$ cat src/rtl/dcnt_pkg.sv
package dcnt_pkg;
  typedef enum logic {ENC_BIN = 1'b0, ENC_BCD = 1'b1} enc_e;
endpackage

$ cat src/rtl/dcnt_step.sv
// One down-step of the count in the selected encoding.
module dcnt_step #(
  parameter dcnt_pkg::enc_e ENC = dcnt_pkg::ENC_BIN,
  parameter int DIGITS = 2,
  parameter int DIG_W  = 4,
  localparam int W     = DIGITS * DIG_W
) (
  input  logic [W-1:0] q_i,
  output logic [W-1:0] q_dec_o
);
  localparam logic [DIG_W-1:0] D_ONE  = {{(DIG_W-1){1'b0}}, 1'b1};
  localparam logic [DIG_W-1:0] D_NINE = DIG_W'(9);
  localparam logic [W-1:0]     W_ONE  = {{(W-1){1'b0}}, 1'b1};

  if (ENC == dcnt_pkg::ENC_BCD) begin : g_bcd
    // brw[i] means that digit i must take a borrow.
    logic [DIGITS-1:0] brw;
    assign brw[0] = 1'b1;
    for (genvar i = 0; i < DIGITS; i++) begin : g_dig
      logic [DIG_W-1:0] d;
      assign d = q_i[i*DIG_W +: DIG_W];
      assign q_dec_o[i*DIG_W +: DIG_W] =
        !brw[i] ? d : ((d == '0) ? D_NINE : d - D_ONE);
      if (i < DIGITS-1) begin : g_chain
        assign brw[i+1] = brw[i] && (d == '0);
      end
    end
  end else begin : g_bin
    assign q_dec_o = q_i - W_ONE;
  end
endmodule

$ cat src/rtl/dcnt_next.sv
// Control priority: builds the register's next value and load enable,
// and the visible count with the asynchronous overrides applied.
module dcnt_next #(
  parameter int W = 8
) (
  input  logic         clr_n,
  input  logic         apl_n,
  input  logic         spl_n,
  input  logic         cen_n,
  input  logic [W-1:0] data_in,
  input  logic [W-1:0] max_i,
  input  logic [W-1:0] q_i,
  input  logic [W-1:0] q_dec_i,
  output logic [W-1:0] q_nxt_o,
  output logic         q_en_o,
  output logic [W-1:0] q_view_o
);
  always_comb begin
    q_en_o  = 1'b1;
    q_nxt_o = q_dec_i;
    if (!clr_n)                  q_nxt_o = max_i;
    else if (!apl_n || !spl_n)   q_nxt_o = data_in;
    else if (cen_n)              q_en_o  = 1'b0;
  end

  always_comb begin
    if (!clr_n)      q_view_o = max_i;
    else if (!apl_n) q_view_o = data_in;
    else             q_view_o = q_i;
  end
endmodule

$ cat src/rtl/dcnt_preset.sv
module dcnt_preset #(
  parameter dcnt_pkg::enc_e ENC = dcnt_pkg::ENC_BIN,
  parameter int DIGITS = 2,
  parameter int DIG_W  = 4,
  localparam int W     = DIGITS * DIG_W
) (
  input  logic         clk,
  input  logic         rst_n,
  input  logic         clr_n,
  input  logic         apl_n,
  input  logic         spl_n,
  input  logic         cen_n,
  input  logic [W-1:0] data_in,
  output logic [W-1:0] count_o,
  output logic         zero_n
);
  function automatic logic [W-1:0] max_count();
    logic [W-1:0] m;
    for (int i = 0; i < DIGITS; i++)
      m[i*DIG_W +: DIG_W] = (ENC == dcnt_pkg::ENC_BCD) ? DIG_W'(9) : '1;
    return m;
  endfunction
  localparam logic [W-1:0] MAXC  = max_count();
  localparam logic [W-1:0] W_ONE = {{(W-1){1'b0}}, 1'b1};

  // Reset synchroniser: asserts at once, releases after two edges.
  logic [1:0] rs_q;
  logic       rst_int_n;
  always_ff @(posedge clk or negedge rst_n) begin
    if (!rst_n) rs_q <= 2'b00;
    else        rs_q <= {rs_q[0], 1'b1};
  end
  assign rst_int_n = rs_q[1];

  logic [W-1:0] q_reg, q_dec, q_nxt, q_view;
  logic         q_en;

  dcnt_step #(.ENC(ENC), .DIGITS(DIGITS), .DIG_W(DIG_W)) u_step (
    .q_i(q_reg), .q_dec_o(q_dec)
  );

  dcnt_next #(.W(W)) u_next (
    .clr_n(clr_n), .apl_n(apl_n), .spl_n(spl_n), .cen_n(cen_n),
    .data_in(data_in), .max_i(MAXC), .q_i(q_reg), .q_dec_i(q_dec),
    .q_nxt_o(q_nxt), .q_en_o(q_en), .q_view_o(q_view)
  );

  always_ff @(posedge clk or negedge rst_int_n) begin
    if (!rst_int_n)  q_reg <= MAXC;
    else if (q_en)   q_reg <= q_nxt;
  end

  assign count_o = q_view;
  assign zero_n  = !((q_view == '0) && !cen_n);

  // Assertions
  a_r5_hold: assert property (@(posedge clk) disable iff (!rst_int_n)
    (clr_n && apl_n && spl_n && cen_n) |=> $stable(q_reg));

  a_r6_sync_load: assert property (@(posedge clk) disable iff (!rst_int_n)
    (clr_n && apl_n && !spl_n) |=> (q_reg == $past(data_in)));

  a_r7_async_load: assert property (@(posedge clk) disable iff (!rst_int_n)
    (clr_n && !apl_n) |-> (count_o == data_in));

  a_r8_clear: assert property (@(posedge clk) disable iff (!rst_int_n)
    !clr_n |=> (q_reg == MAXC));

  a_r9_zero: assert property (@(posedge clk) disable iff (!rst_int_n)
    !zero_n |-> ((count_o == '0) && !cen_n));

  if (ENC == dcnt_pkg::ENC_BIN) begin : g_chk_bin
    a_r2_bin_step: assert property (@(posedge clk) disable iff (!rst_int_n)
      (clr_n && apl_n && spl_n && !cen_n) |=> (q_reg == $past(q_reg) - W_ONE));
  end else begin : g_chk_bcd
    a_r3_bcd_wrap: assert property (@(posedge clk) disable iff (!rst_int_n)
      (clr_n && apl_n && spl_n && !cen_n && q_reg == '0) |=> (q_reg == MAXC));
  end
endmodule

$ cat config.mk
export PLATFORM = sky130hd
export DESIGN_NAME = dcnt_preset
export DESIGN_NICKNAME = d
export VERILOG_FILES = /design/src/rtl/dcnt_pkg.sv /design/src/rtl/dcnt_step.sv /design/src/rtl/dcnt_next.sv /design/src/rtl/dcnt_preset.sv
export SDC_FILE = /design/constraint.sdc
export NUM_CORES = 1
export LEC_CHECK = 0
export ABC_AREA = 1
export ABC_CLOCK_PERIOD_IN_PS = 950
export BUFFER_PORTS_ARGS = -buffer_cell sky130_fd_sc_hd__buf_2
export CORE_ASPECT_RATIO = 1.5
export CORE_UTILIZATION = 35
export DETAILED_ROUTE_END_ITERATION = 12
export PLACE_DENSITY = 0.55
export SLEW_MARGIN = 20
export SYNTH_ARGS = -nofsm -noshare
export SYNTH_HDL_FRONTEND = slang
export SYNTH_SLANG_ARGS = --single-unit
export TNS_END_PERCENT = 30
$ cat constraint.sdc
create_clock -name clk -period 0.95 [get_ports clk]
set_clock_uncertainty 0.05 [all_clocks]
set_input_delay 0.0475 -clock clk [delete_from_list [all_inputs] [get_ports clk]]
set_output_delay 0.0475 -clock clk [all_outputs]
set_load 0.02 [all_outputs]
After elaboration in Yosys (flattened, before gate mapping)
Index checks and enable logic that the tools add are counted.
{"block": "totals", "regBits": 10, "output_inout_bits": 9, "word_cells": 17}
{"block": "classes", "add_sub_neg": 1, "n_mux": 7, "reduce_logical": 7}
{"operator": "8-bit two-way mux", "count": 4}
{"operator": "8-bit logical NOT", "count": 1}
{"operator": "8-bit by 1-bit subtractor with 8-bit output, second input constant", "count": 1}
{"operator": "1-bit logical NOT", "count": 4}
{"operator": "1-bit two-way mux", "count": 3}
{"operator": "1-bit logical AND", "count": 1}
{"operator": "1-bit logical OR", "count": 1}

Depth between registers and ports, before layout
Gate-level depths: netlist (run 1).
{"block": "depth", "ltp_word": 5, "depth_mapped": 8, "depth_no_buf": 8}

By module
From an unflattened synthesis (run 1), not the netlist that was laid out.
{"block": "unflattened", "hier_cells": 174, "hier_area_um2": 1051.0}
{"mod": "dcnt_next", "instances": 1, "cells_per_inst": 97, "area_per_inst_um2": 476.7, "seq_area_each_um2": 0.0}
{"mod": "dcnt_preset", "instances": 1, "cells_per_inst": 43, "area_per_inst_um2": 405.4, "seq_area_each_um2": 260.2}
{"mod": "dcnt_step", "instances": 1, "cells_per_inst": 34, "area_per_inst_um2": 168.9, "seq_area_each_um2": 0.0}

Least setup slack after synthesis (run 1)
No wires, ideal clock.
{"block": "synth_path", "path_kind": "reg2out", "startpoint": "reg q_reg[6]", "endpoint": "out zero_n", "t_arrival_ns": 1.273, "slack_ns": -0.420, "path_stages_with_launch": 5, "path_buffers": 0, "cell_sequence": "dfstp_2 -> inv_1 -> o211ai_1 -> nor2_1 -> nand3_1"}
{"block": "synth_via", "elab_chain_cells": 5}
{"item": "from (decl)", "line": "dcnt_preset.sv:35", "rtl": "logic [W-1:0] q_reg, q_dec, q_nxt, q_view;"}
{"item": "from (signal assigned)", "line": "dcnt_preset.sv:50", "rtl": "else if (q_en) q_reg <= q_nxt;"}
{"item": "8-bit two-way mux", "line": "dcnt_next.sv:28", "rtl": "else if (!apl_n) q_view_o = data_in;"}
{"item": "8-bit two-way mux", "line": "dcnt_next.sv:27", "rtl": "if (!clr_n) q_view_o = max_i;"}
{"item": "via count_o[6]", "line": "dcnt_preset.sv:14", "rtl": "output logic [W-1:0] count_o,"}
{"item": "8-bit logical NOT", "line": "dcnt_preset.sv:54", "rtl": "assign zero_n = !((q_view == '0) && !cen_n);"}
{"item": "1-bit logical AND", "line": "dcnt_preset.sv:54"}
{"item": "1-bit logical NOT", "line": "dcnt_preset.sv:54"}
{"item": "to (decl)", "line": "dcnt_preset.sv:15", "rtl": "output logic zero_n"}
The timed path passes the listed nets, and every way through them passes these cells.

Worst setup path in the final report (run 1)
{"block": "layout_path", "startpoint": "reg q_reg[0]", "endpoint": "out zero_n"}
{"block": "layout_via", "elab_chain_cells": 5}
{"item": "8-bit two-way mux", "line": "dcnt_next.sv:28"}
{"item": "8-bit two-way mux", "line": "dcnt_next.sv:27"}
{"item": "8-bit logical NOT", "line": "dcnt_preset.sv:54"}
{"item": "1-bit logical AND", "line": "dcnt_preset.sv:54"}
{"item": "1-bit logical NOT", "line": "dcnt_preset.sv:54"}
No other way between the ends.

==> results of run 1 <==
## layer usage
| metal | vias to the layer above | GRT usage |
|---|---|---|
| met3 | 2 | 0.0117 |
| met2 | 20 | 0.371 |
| met1 | 435 | 0.243 |
| met5 | - | 0 |
| met4 | 0 | 0.0922 |
| li1 | 476 | - |
## what timing repair did
item,4_1_cts,5_1_grt
gates resized for setup,22,24
pin swaps,16,12
setup buffers,4,0
endpoints found under the setup margin,17,17
hold buffers,1,0
endpoints found under the hold margin,2,0
## area by class of cell
class | count | area [sq um]
fillers | 213 | 937
multi-input cells | 89 | 548
repair buffers | 42 | 335
flip-flops and latches | 10 | 260
inverters | 20 | 87.6
clock buffers | 4 | 36.3
well taps | 23 | 28.8
## cells in the mapped netlist, drive strengths merged
cell and n:
nor2 17, inv 20, o21ai 7, dfrtp 2
nand2 28, nand3 15, a21oi 13, o211ai 1
nor3 3, a31oi 1, ha 1, nand4 2
buf 3, conb 1, dfstp 8
## layout by cell type, fill, tap and decap left out, types with 4 or more instances in the layout
cell     instances
o21ai_0          4
nor2_1          12
inv_2            5
nand2_2          6
buf_6           10
nand3_2         11
inv_4            5
a21oi_2          5
nand3_1          4
buf_4           17
inv_1           10
dfstp_2          8
nand2_1         21
a21oi_1          8
buf_2           13
## kinds of logic (layout without fill, tap and decap cells)
logic type,Yosys count,count (layout)
fa+ha+maj,1,1
buf+inv,23,66
flops,10,10
other cells,1,1
compound gates,22,22
simple gates,65,65
## worst register-to-register path: stages (launching register included)
cell	delay, ns
dfstp_2	0.53
buf_4	0.12
inv_4	0.04
ha_4	0.16
inv_4	0.05
nor2_4	0.04
nand4_1	0.08
nand3_2	0.09
a21oi_2	0.13
## power by group
group / switching, mW / leakage, nW / internal, mW
Combinational: 0.258 / 0.485 / 0.225
Clock: 0.150 / 0.0210 / 0.232
Sequential: 0.0388 / 0.108 / 0.480
## path summary, 6_finish.rpt
| kind | start | to | slack [ns] | cells after the start |
|---|---|---|---|---|
| min in group clk | data_in[2] | q_reg[2] | 0.04 | 3 |
| max reg2reg | q_reg[1] | q_reg[6] | -0.39 | 8 |
| max | q_reg[0] | zero_n | -0.53 | 6 |
| min | rst_n | rs_q[0] | 0.04 | 2 |
| min reg2reg | rs_q[0] | rs_q[1] | 0.32 | 0 |
| max in group asynchronous | rs_q[1] | q_reg[1] | 0.45 | 0 |
==> impl_results.md, run 1 <==
- Top cells by area, synth: dfstp_2, nand2_1, a21oi_1
- Max Buffers Root-to-Sink: 2
- Top cell type's share of synthesized area: 0.253
- Top Metal Used: met4
- Initial core utilization: 0.371
- Final antenna diode count: 0
- Layout cells sized above 1: 0.576
- Setup ws final: -0.525 ns
- Final std cells w/o fill: about 190
- Tightest Hold Check Type: in2async
- Largest family of logic cells by synthesized area: simple AND/OR/NAND/NOR gates
- Die extent in x: about 42 um
- CTS buffer count: 3
- Mapped cell area: 830 sq um
- Register bit total from synthesis: 10
- Number of remaining DRC errors: 0
- Cell mode on critical path: nand3_2
- CTS tree: done
- Unique masters post-synth: 23
- Sink Count: 10
- Leak pwr: 0.613 nW
- CTS Root Cell: clkbuf_4
- H-tree level count: 1
- Synth Area in Adders: 0.0151
- Cells after synthesis: 122
- Crit Path Category: reg2out
- Io pins: 23
- Net count, final: 181
- Total GRT Usage: 0.202
- Yosys Warn Count: 0
- Row count: 21
- CORE AREA: roughly 0.0022 sq mm
- Post-synthesis mux area share: 0
- Hpwl dp: 1810 um
- First-pass GRT wire length: 3910 um
- Synthesized Nets: 137
- Die area: between 0.002 and 0.003 sq mm
- Worst skew pair latency: 0.26 ns
- Failing checks: negative setup slack
- Vias in the first global route: 880
- Antenna violations before repair: 0
- Drt first pass iters: 4
- Met2 wire len: 1310 um
- Max reg flops: 8
- Cell taking the most area after synthesis: dfstp_2
- CP startpoint kind: flop
- # port buffers: 22
- Status: finished with violations
- WL final: 2370 um
- Max cap viols: 0
- Area of placed instances: 0.00108 sq mm
- Wl on met1: 981 um
- Setup TNS: -5.42 ns
- Critical Path RT: roughly 0.85 ns
- FMAX: 678 MHz
- Post-route cell area: 0.00130 sq mm
- Via density: ~5.0
- Max FO, Critical Path: 3
- Critical path endpoint category: output pin
- CP max-delay cell: dfstp_2
- WHS: 0.0378 ns
- Synth Area in Simple Gates: 0.388
- Largest net degree at the start of global routing: 11
- RSZ-0062 raised after global routing: yes
- Pre-CTS setup slack: -0.284 ns
- DRT iter0 DRCs: 19
- Per-cell routed wire length: roughly 13 um
- Cell total after placement: 179
- Vias after detailed routing: 933
- Crit-path cells: buf_4 -> nand2_2 -> nand3_2 -> nor3_2 -> nand3_2 -> buf_6
- Synthesis-to-layout area growth: 56.3%
- Period minus WS final: roughly 1.5 ns
- Routed Antenna Nets: 0
- Syn_area_per_cell: about 7 sq um
- Slew Viols, Final: 0
- Routed wl met3: 53 um
- Largest stage delay, worst path: between 0.3 and 0.4 ns
- Xor/xnor cell area share of the yosys netlist: 0
- Data arrival, critical path: 1.38 ns
- Die height: between 60 and 70 um
- Synth Area in Compound Gates: 0.142
- Gp weighted congestion: between 0.8 and 0.9
- Final period util: 1.55
- Worst path top cell family by delay: simple AND/OR/NAND/NOR gates
- Buf/Inv on CP: 2
- Power Total: 1.38 mW
- Gr ovfl total: 0
- Final core utilization: 0.580
- VDD IR max: 912 uV
- Pwr per Cell Area: approximately 1100 mW/mm^2
- Worst-path clk slew: roughly 0.07 ns
- Setup Viol. Count Final: 17
- Post-synthesis sequential area ratio: 0.314
- Final Hold Fails: 0
No activity file was read; power rests on OpenSTA's default activity.
==> run 2: changes to the inputs <==
GPL_TIMING_DRIVEN = 0   (was default)
==> run 2 against run 1 <==
  * Combinational power is 5.4% lower
  * The run still ends with negative setup slack left
  * Sequential cell count unchanged
  * Highest routed layer unchanged
  * Maximum frequency grew 4.0%
  * Sequential power is essentially flat
  * First-iteration DRC count is 21% lower
  * Sequential share of layout area is 1.3 points higher
==> impl_results.md, run 2 (synthesized netlist as in run 1, its figures left out) <==
- Status: finished with violations
- Failing checks: negative setup slack
- Critical Path RT: 0.85 ns (about the same)
- FMAX: 705 MHz (+4.0%)
- Tightest Hold Check Type: in2async
- Buf/Inv on CP: 2 (unchanged)
- CTS tree: done
- Slew Viols, Final: 0 (unchanged)
- First-pass GRT wire length: 3430 um (-12%)
- CP startpoint kind: flop
- Seq pwr share: 0.422 (+0.047)
- Synthesis-to-layout area growth: 46.5%
- Area of placed instances: 988 sq um (-8.5%)
- Final antenna diode count: 0 (unchanged)
- Layout cells sized above 1: 0.548 (-0.0280)
- Crit-path cells: inv_2 -> o211ai_1 -> nor2_1 -> nand3_2 -> buf_6
- Die height: 61.6 um (unchanged)
- Gr ovfl total: 0 (unchanged)
- Final std cells w/o fill: 180 (-4.3%)
- RSZ-0062 raised after global routing: yes
- Sink Count: 10 (unchanged)
- Io pins: 23 (unchanged)
- Comb power frac: 0.372 (+0.023)
- Net count, final: 174 (-3.9%)
- Crit Path Category: reg2out
- Initial core utilization: 0.371 (unchanged)
- Max FO, Critical Path: 2 (-1)
- Switching share of total power: 0.325 (+0.00258)
- Setup TNS: -5.02 ns (+0.397 ns)
- Pwr per Cell Area: 1010 mW/mm^2 (-5.2%)
- Row count: 21 (unchanged)
- Final period util: 1.49 (-0.0593)
- Power Total: 1.23 mW (-11%)
- # port buffers: 22 (unchanged)
- VDD IR max: 689 uV (-24%)
- Period minus WS final: 1.42 ns (-0.0563 ns)
- WL final: 2180 um (-8.0%)
- Via density: 5.06 (+1.9%)
- CTS buffer count: 3 (unchanged)
- Clk pwr share: 0.206 (-0.070)
- CORE AREA: 0.00223 sq mm (unchanged)
- Worst path top cell family by delay: flip-flops
- Critical path endpoint category: output pin
- Largest net degree at the start of global routing: 11 (unchanged)
- CP max-delay cell: dfstp_2
- Largest stage delay, worst path: 0.54 ns (+0.16 ns)
- Setup Viol. Count Final: 17 (unchanged)
- Die extent in x: 41.8 um (unchanged)
- Antenna violations before repair: 0 (unchanged)
- Die area: 0.00257 sq mm (unchanged)
- Worst skew pair latency: 0.25 ns (about the same)
- Total GRT Usage: 0.178 (-0.0235)
- Final Hold Fails: 0 (unchanged)
- Setup ws final: -0.469 ns (+0.0563 ns)
- R2r setup slk: -0.35 ns (+0.04 ns)
- Max cap viols: 0 (unchanged)
- Gp weighted congestion: 0.814 (-6.8%)
- Per-cell routed wire length: 12.1 um (-3.9%)
- DRT iter0 DRCs: 15 (-4)
- Worst-path clk slew: 0.05 ns (-0.02 ns)
- Post-route cell area: 0.00121 sq mm (-6.3%)
- Internal power: 0.830 mW (-12%)
- Switch Pwr: 0.400 mW (-10%)
- Leak pwr: 0.572 nW (-6.7%)
- Drt first pass iters: 4 (unchanged)
- Most frequent cells in the layout: nand2_1, nor2_1, buf_2
- CTS Root Cell: clkbuf_4
- Max reg flops: 8 (unchanged)
- Cell total after placement: 167 (-6.7%)
- Routed Antenna Nets: 0 (unchanged)
- Commonest non-fill, non-tap cell in the layout: nand2_1
- Vias in the first global route: 853 (-3.1%)
- Data arrival, critical path: 1.32 ns (-0.06 ns)
- H-tree level count: 1 (unchanged)
- Vias after detailed routing: 910 (-2.5%)
- Number of remaining DRC errors: 0 (unchanged)
- Max Buffers Root-to-Sink: 2 (unchanged)
- Hpwl dp: 1670 um (-8.1%)
run 2: through the flow:
| step | setup slack, ns | util | hold WS, ns |
|---|---|---|---|
| 3_3_place_gp | -0.337 | 0.443 | -0.219 |
| 5_1_grt | -0.570 | 0.544 | 0.0531 |
| 3_5_place_dp | -0.364 | 0.443 | -0.215 |
| 4_1_cts | -0.494 | 0.510 | 0.0404 |
| 2_1_floorplan | -0.362 | - | -0.298 |
| 6_report | -0.469 | 0.544 | 0.0630 |
run 2: worst paths after layout:
kind / start / end / cells past startpoint
setup / recovery: q_reg[6] / zero_n / 5
hold / removal: rst_n / rs_q[1] / 2
setup reg to reg: q_reg[1] / q_reg[4] / 7
hold reg to reg: rs_q[1] / q_reg[7] / 0
max in group asynchronous: rs_q[1] / q_reg[1] / 0
min in group clk: data_in[4] / q_reg[4] / 3
run 2: power by group through the flow:
stage / logic (mW) / registers (mW) / clock network (mW)
global route: 0.501 / 0.523 / 0.297
detailed placement: 0.321 / 0.532 / 0
floorplan: 0.222 / 0.522 / 0
finish: 0.457 / 0.519 / 0.253
global placement: 0.315 / 0.530 / 0
CTS: 0.410 / 0.515 / 0.273
run 2: cell type report:
class,count,area (sq um)
Timing Repair Buffer,32,240
Sequential cell,10,260
Tap cell,23,28.8
Multi-Input combinational cell,89,544
Fill cell,217,1020
Clock buffer,3,22.5
Buffer,3,33.8
Inverter,20,85.1
run 2: timing repair:
action | CTS | global route
endpoints found under the setup margin | 17 | 17
setup buffers | 6 | 3
resized for setup | 27 | 18
gates cloned | 0 | 0
endpoints found under the hold margin | 2 | 0
pin swaps | 16 | 12
hold buffers | 1 | 0
run 2: metal layers:
metal | wire [um] | part of all wire | track usage | vias up
met5 | 0 | 0 | 0 | -
met4 | 29 | 0.013 | 0.106 | 0
met3 | 62 | 0.028 | 0.0205 | 4
met2 | 1210 | 0.55 | 0.359 | 21
met1 | 876 | 0.40 | 0.173 | 422
li1 | - | - | - | 463
==> run 3: changes to the inputs <==
CELL_PAD_IN_SITES_DETAIL_PLACEMENT = 2   (was default)
CELL_PAD_IN_SITES_GLOBAL_PLACEMENT = 2   (was default)
CORE_UTILIZATION = 24   (was 35)
CTS_CLUSTER_DIAMETER = 100   (was default)
PLACE_DENSITY = 0.8   (was 0.55)
==> run 3 against run 2 <==
  * The flow still finishes with violations (negative setup slack)
  * Critical path depth increased by 2
  * Die area increased by 44%
  * Global-route usage grew 3.0 points
  * Hold slack better by 0.0036 ns
  * Critical path type unchanged
  * Largest power group is now the clock network
==> impl_results.md, run 3 (synthesized netlist as in run 1, its figures left out) <==
- First-pass GRT wire length: 5570 um (+62%)
- Critical path endpoint category: output pin
- CORE AREA: 0.00322 sq mm (+44%)
- Per-cell routed wire length: 17.7 um (+47%)
- Max FO, Critical Path: 5 (+3)
- Die area: 0.00370 sq mm (+44%)
- DRT iter0 DRCs: 17 (+2)
- H-tree level count: 1 (unchanged)
- Crit-path cells: nand2_1 -> inv_1 -> nor3_2 -> nand2_1 -> nor2_2 -> nand3_2 -> buf_6
- CTS buffer count: 3 (unchanged)
- Number of remaining DRC errors: 0 (unchanged)
- Net count, final: 175 (+0.57%)
- Worst-path clk slew: 0.05 ns (about the same)
- R2r setup slk: -0.42 ns (-0.07 ns)
- Pre-CTS setup slack: -0.391 ns (-0.0271 ns)
- Pwr per Cell Area: 1220 mW/mm^2 (+21%)
- Hpwl dp: 2430 um (+46%)
- Initial core utilization: 0.257 (-0.114)
- Failing checks: negative setup slack
- Crit Path Category: reg2out
- # fillers: 378 (+74%)
- Reg area: 260 sq um (unchanged)
- Largest net degree at the start of global routing: 11 (unchanged)
- Data arrival, critical path: 1.39 ns (+0.07 ns)
- Routed Antenna Nets: 0 (unchanged)
- Total GRT Usage: 0.208 (+0.0296)
- Synthesis-to-layout area growth: 54.9%
- Max reg flops: 8 (unchanged)
- Vias after detailed routing: 998 (+9.7%)
- FMAX: 673 MHz (-4.6%)
- Die height: 74.0 um (+20%)
- Slew Viols, Final: 0 (unchanged)
- Row count: 25 (+19%)
- Gp weighted congestion: 0.705 (-13%)
- Leak pwr: 0.593 nW (+3.7%)
- RSZ-0062 raised after global routing: yes
- Critical Path RT: 0.85 ns (about the same)
- Setup TNS: -5.52 ns (-0.496 ns)
- Via density: 5.02 (-0.80%)
- Io pins: 23 (unchanged)
- Drt first pass iters: 4 (unchanged)
- Antenna violations before repair: 0 (unchanged)
- Tightest Hold Check Type: in2async
- VDD IR max: 720 uV (+4.4%)
- Sink Count: 10 (unchanged)
- Setup Viol. Count Final: 17 (unchanged)
- Final core utilization: 0.399 (-0.145)
- Max cap viols: 0 (unchanged)
- Multi-input gate area: 556 sq um (+2.1%)
- Commonest non-fill, non-tap cell in the layout: nand2_1
- Cell mode on critical path: nand2_1
- Final antenna diode count: 0 (unchanged)
- WL final: 3530 um (+62%)
- CTS Root Cell: clkbuf_8
- CTS tree: done
- Largest stage delay, worst path: 0.39 ns (-0.15 ns)
- Period minus WS final: 1.49 ns (+0.0677 ns)
- # port buffers: 22 (unchanged)
- Gr ovfl total: 0 (unchanged)
- Worst skew pair latency: 0.24 ns (about the same)
- Final Hold Fails: 0 (unchanged)
- Die extent in x: 50.0 um (+20%)
- CP max-delay cell: dfstp_2
- Final period util: 1.57 (+0.0713)
- WHS: 0.0666 ns (+0.00361 ns)
- Setup ws final: -0.537 ns (-0.0677 ns)
- Layout cells sized above 1: 0.572 (+0.0246)
- Vias in the first global route: 1,139 (+34%)
- Status: finished with violations
- Max Buffers Root-to-Sink: 2 (unchanged)
- Most frequent cells in the layout: nand2_1, buf_2, nor2_1
- CP startpoint kind: flop
==> run 3: cell count changes in the layout (fill, tap and decap cells not counted), moves of 2 or more <==
cell,change
clkbuf_8,+4
nand3_2,+2
nand3_1,-2
clkbuf_4,-3
==> run 3: path summary, 6_finish.rpt <==
| kind | from | cells after the start | end |
|---|---|---|---|
| max | q_reg[5] | 7 | zero_n |
| min | rst_n | 2 | rs_q[0] |
| max reg2reg | q_reg[3] | 7 | q_reg[7] |
| min reg2reg | rs_q[0] | 0 | rs_q[1] |
| max in group asynchronous | rs_q[1] | 0 | q_reg[7] |
| min in group clk | data_in[5] | 3 | q_reg[5] |
==> run 3: cell type report <==
type,instances,share of cell area
buffer,3,0.0263
clock buffer,4,0.0428
inverter,20,0.0643
multi-input combinational,89,0.432
sequential,10,0.203
tap,40,0.0389
timing repair buffer,33,0.193
==> run 3: power breakdown <==
group / switching, mW / total [mW] / internal (mW)
clock: 0.186 / 0.552 / 0.366
combinational: 0.282 / 0.491 / 0.209
sequential: 0.0464 / 0.528 / 0.482
==> run 3: per-stage QoR <==
| stage | power, mW | cell area [sq um] | cells |
|---|---|---|---|
| after floorplan | 0.743 | 850 | 122 |
| after global placement | 0.854 | 1010 | 184 |
| after detailed placement | 0.876 | 1010 | 184 |
| after CTS | 1.54 | 1230 | 198 |
| after global routing | 1.65 | 1280 | 199 |
| final | 1.57 | 1280 | 199 |
==> run 3: critical path, delay by kind of cell (launching register included) <==
kind	cells	cell delay [ns]
and+or+nand+nor	5	0.57
buffers and inverters	2	0.20
DFF	1	0.39
==> run 3: repair_timing <==
action,4_1_cts,5_1_grt
setup buffers,9,1
pin swaps,13,9
hold buffers,1,0
endpoints found under the setup margin,17,17
endpoints found under the hold margin,2,0
gates resized for setup,33,13
==> run 3: per-layer routing <==
layer  wire, um  GRT usage
met2       2150      0.430
met5          0          0
met1       1210      0.189
met4         85      0.105
met3         77     0.0286
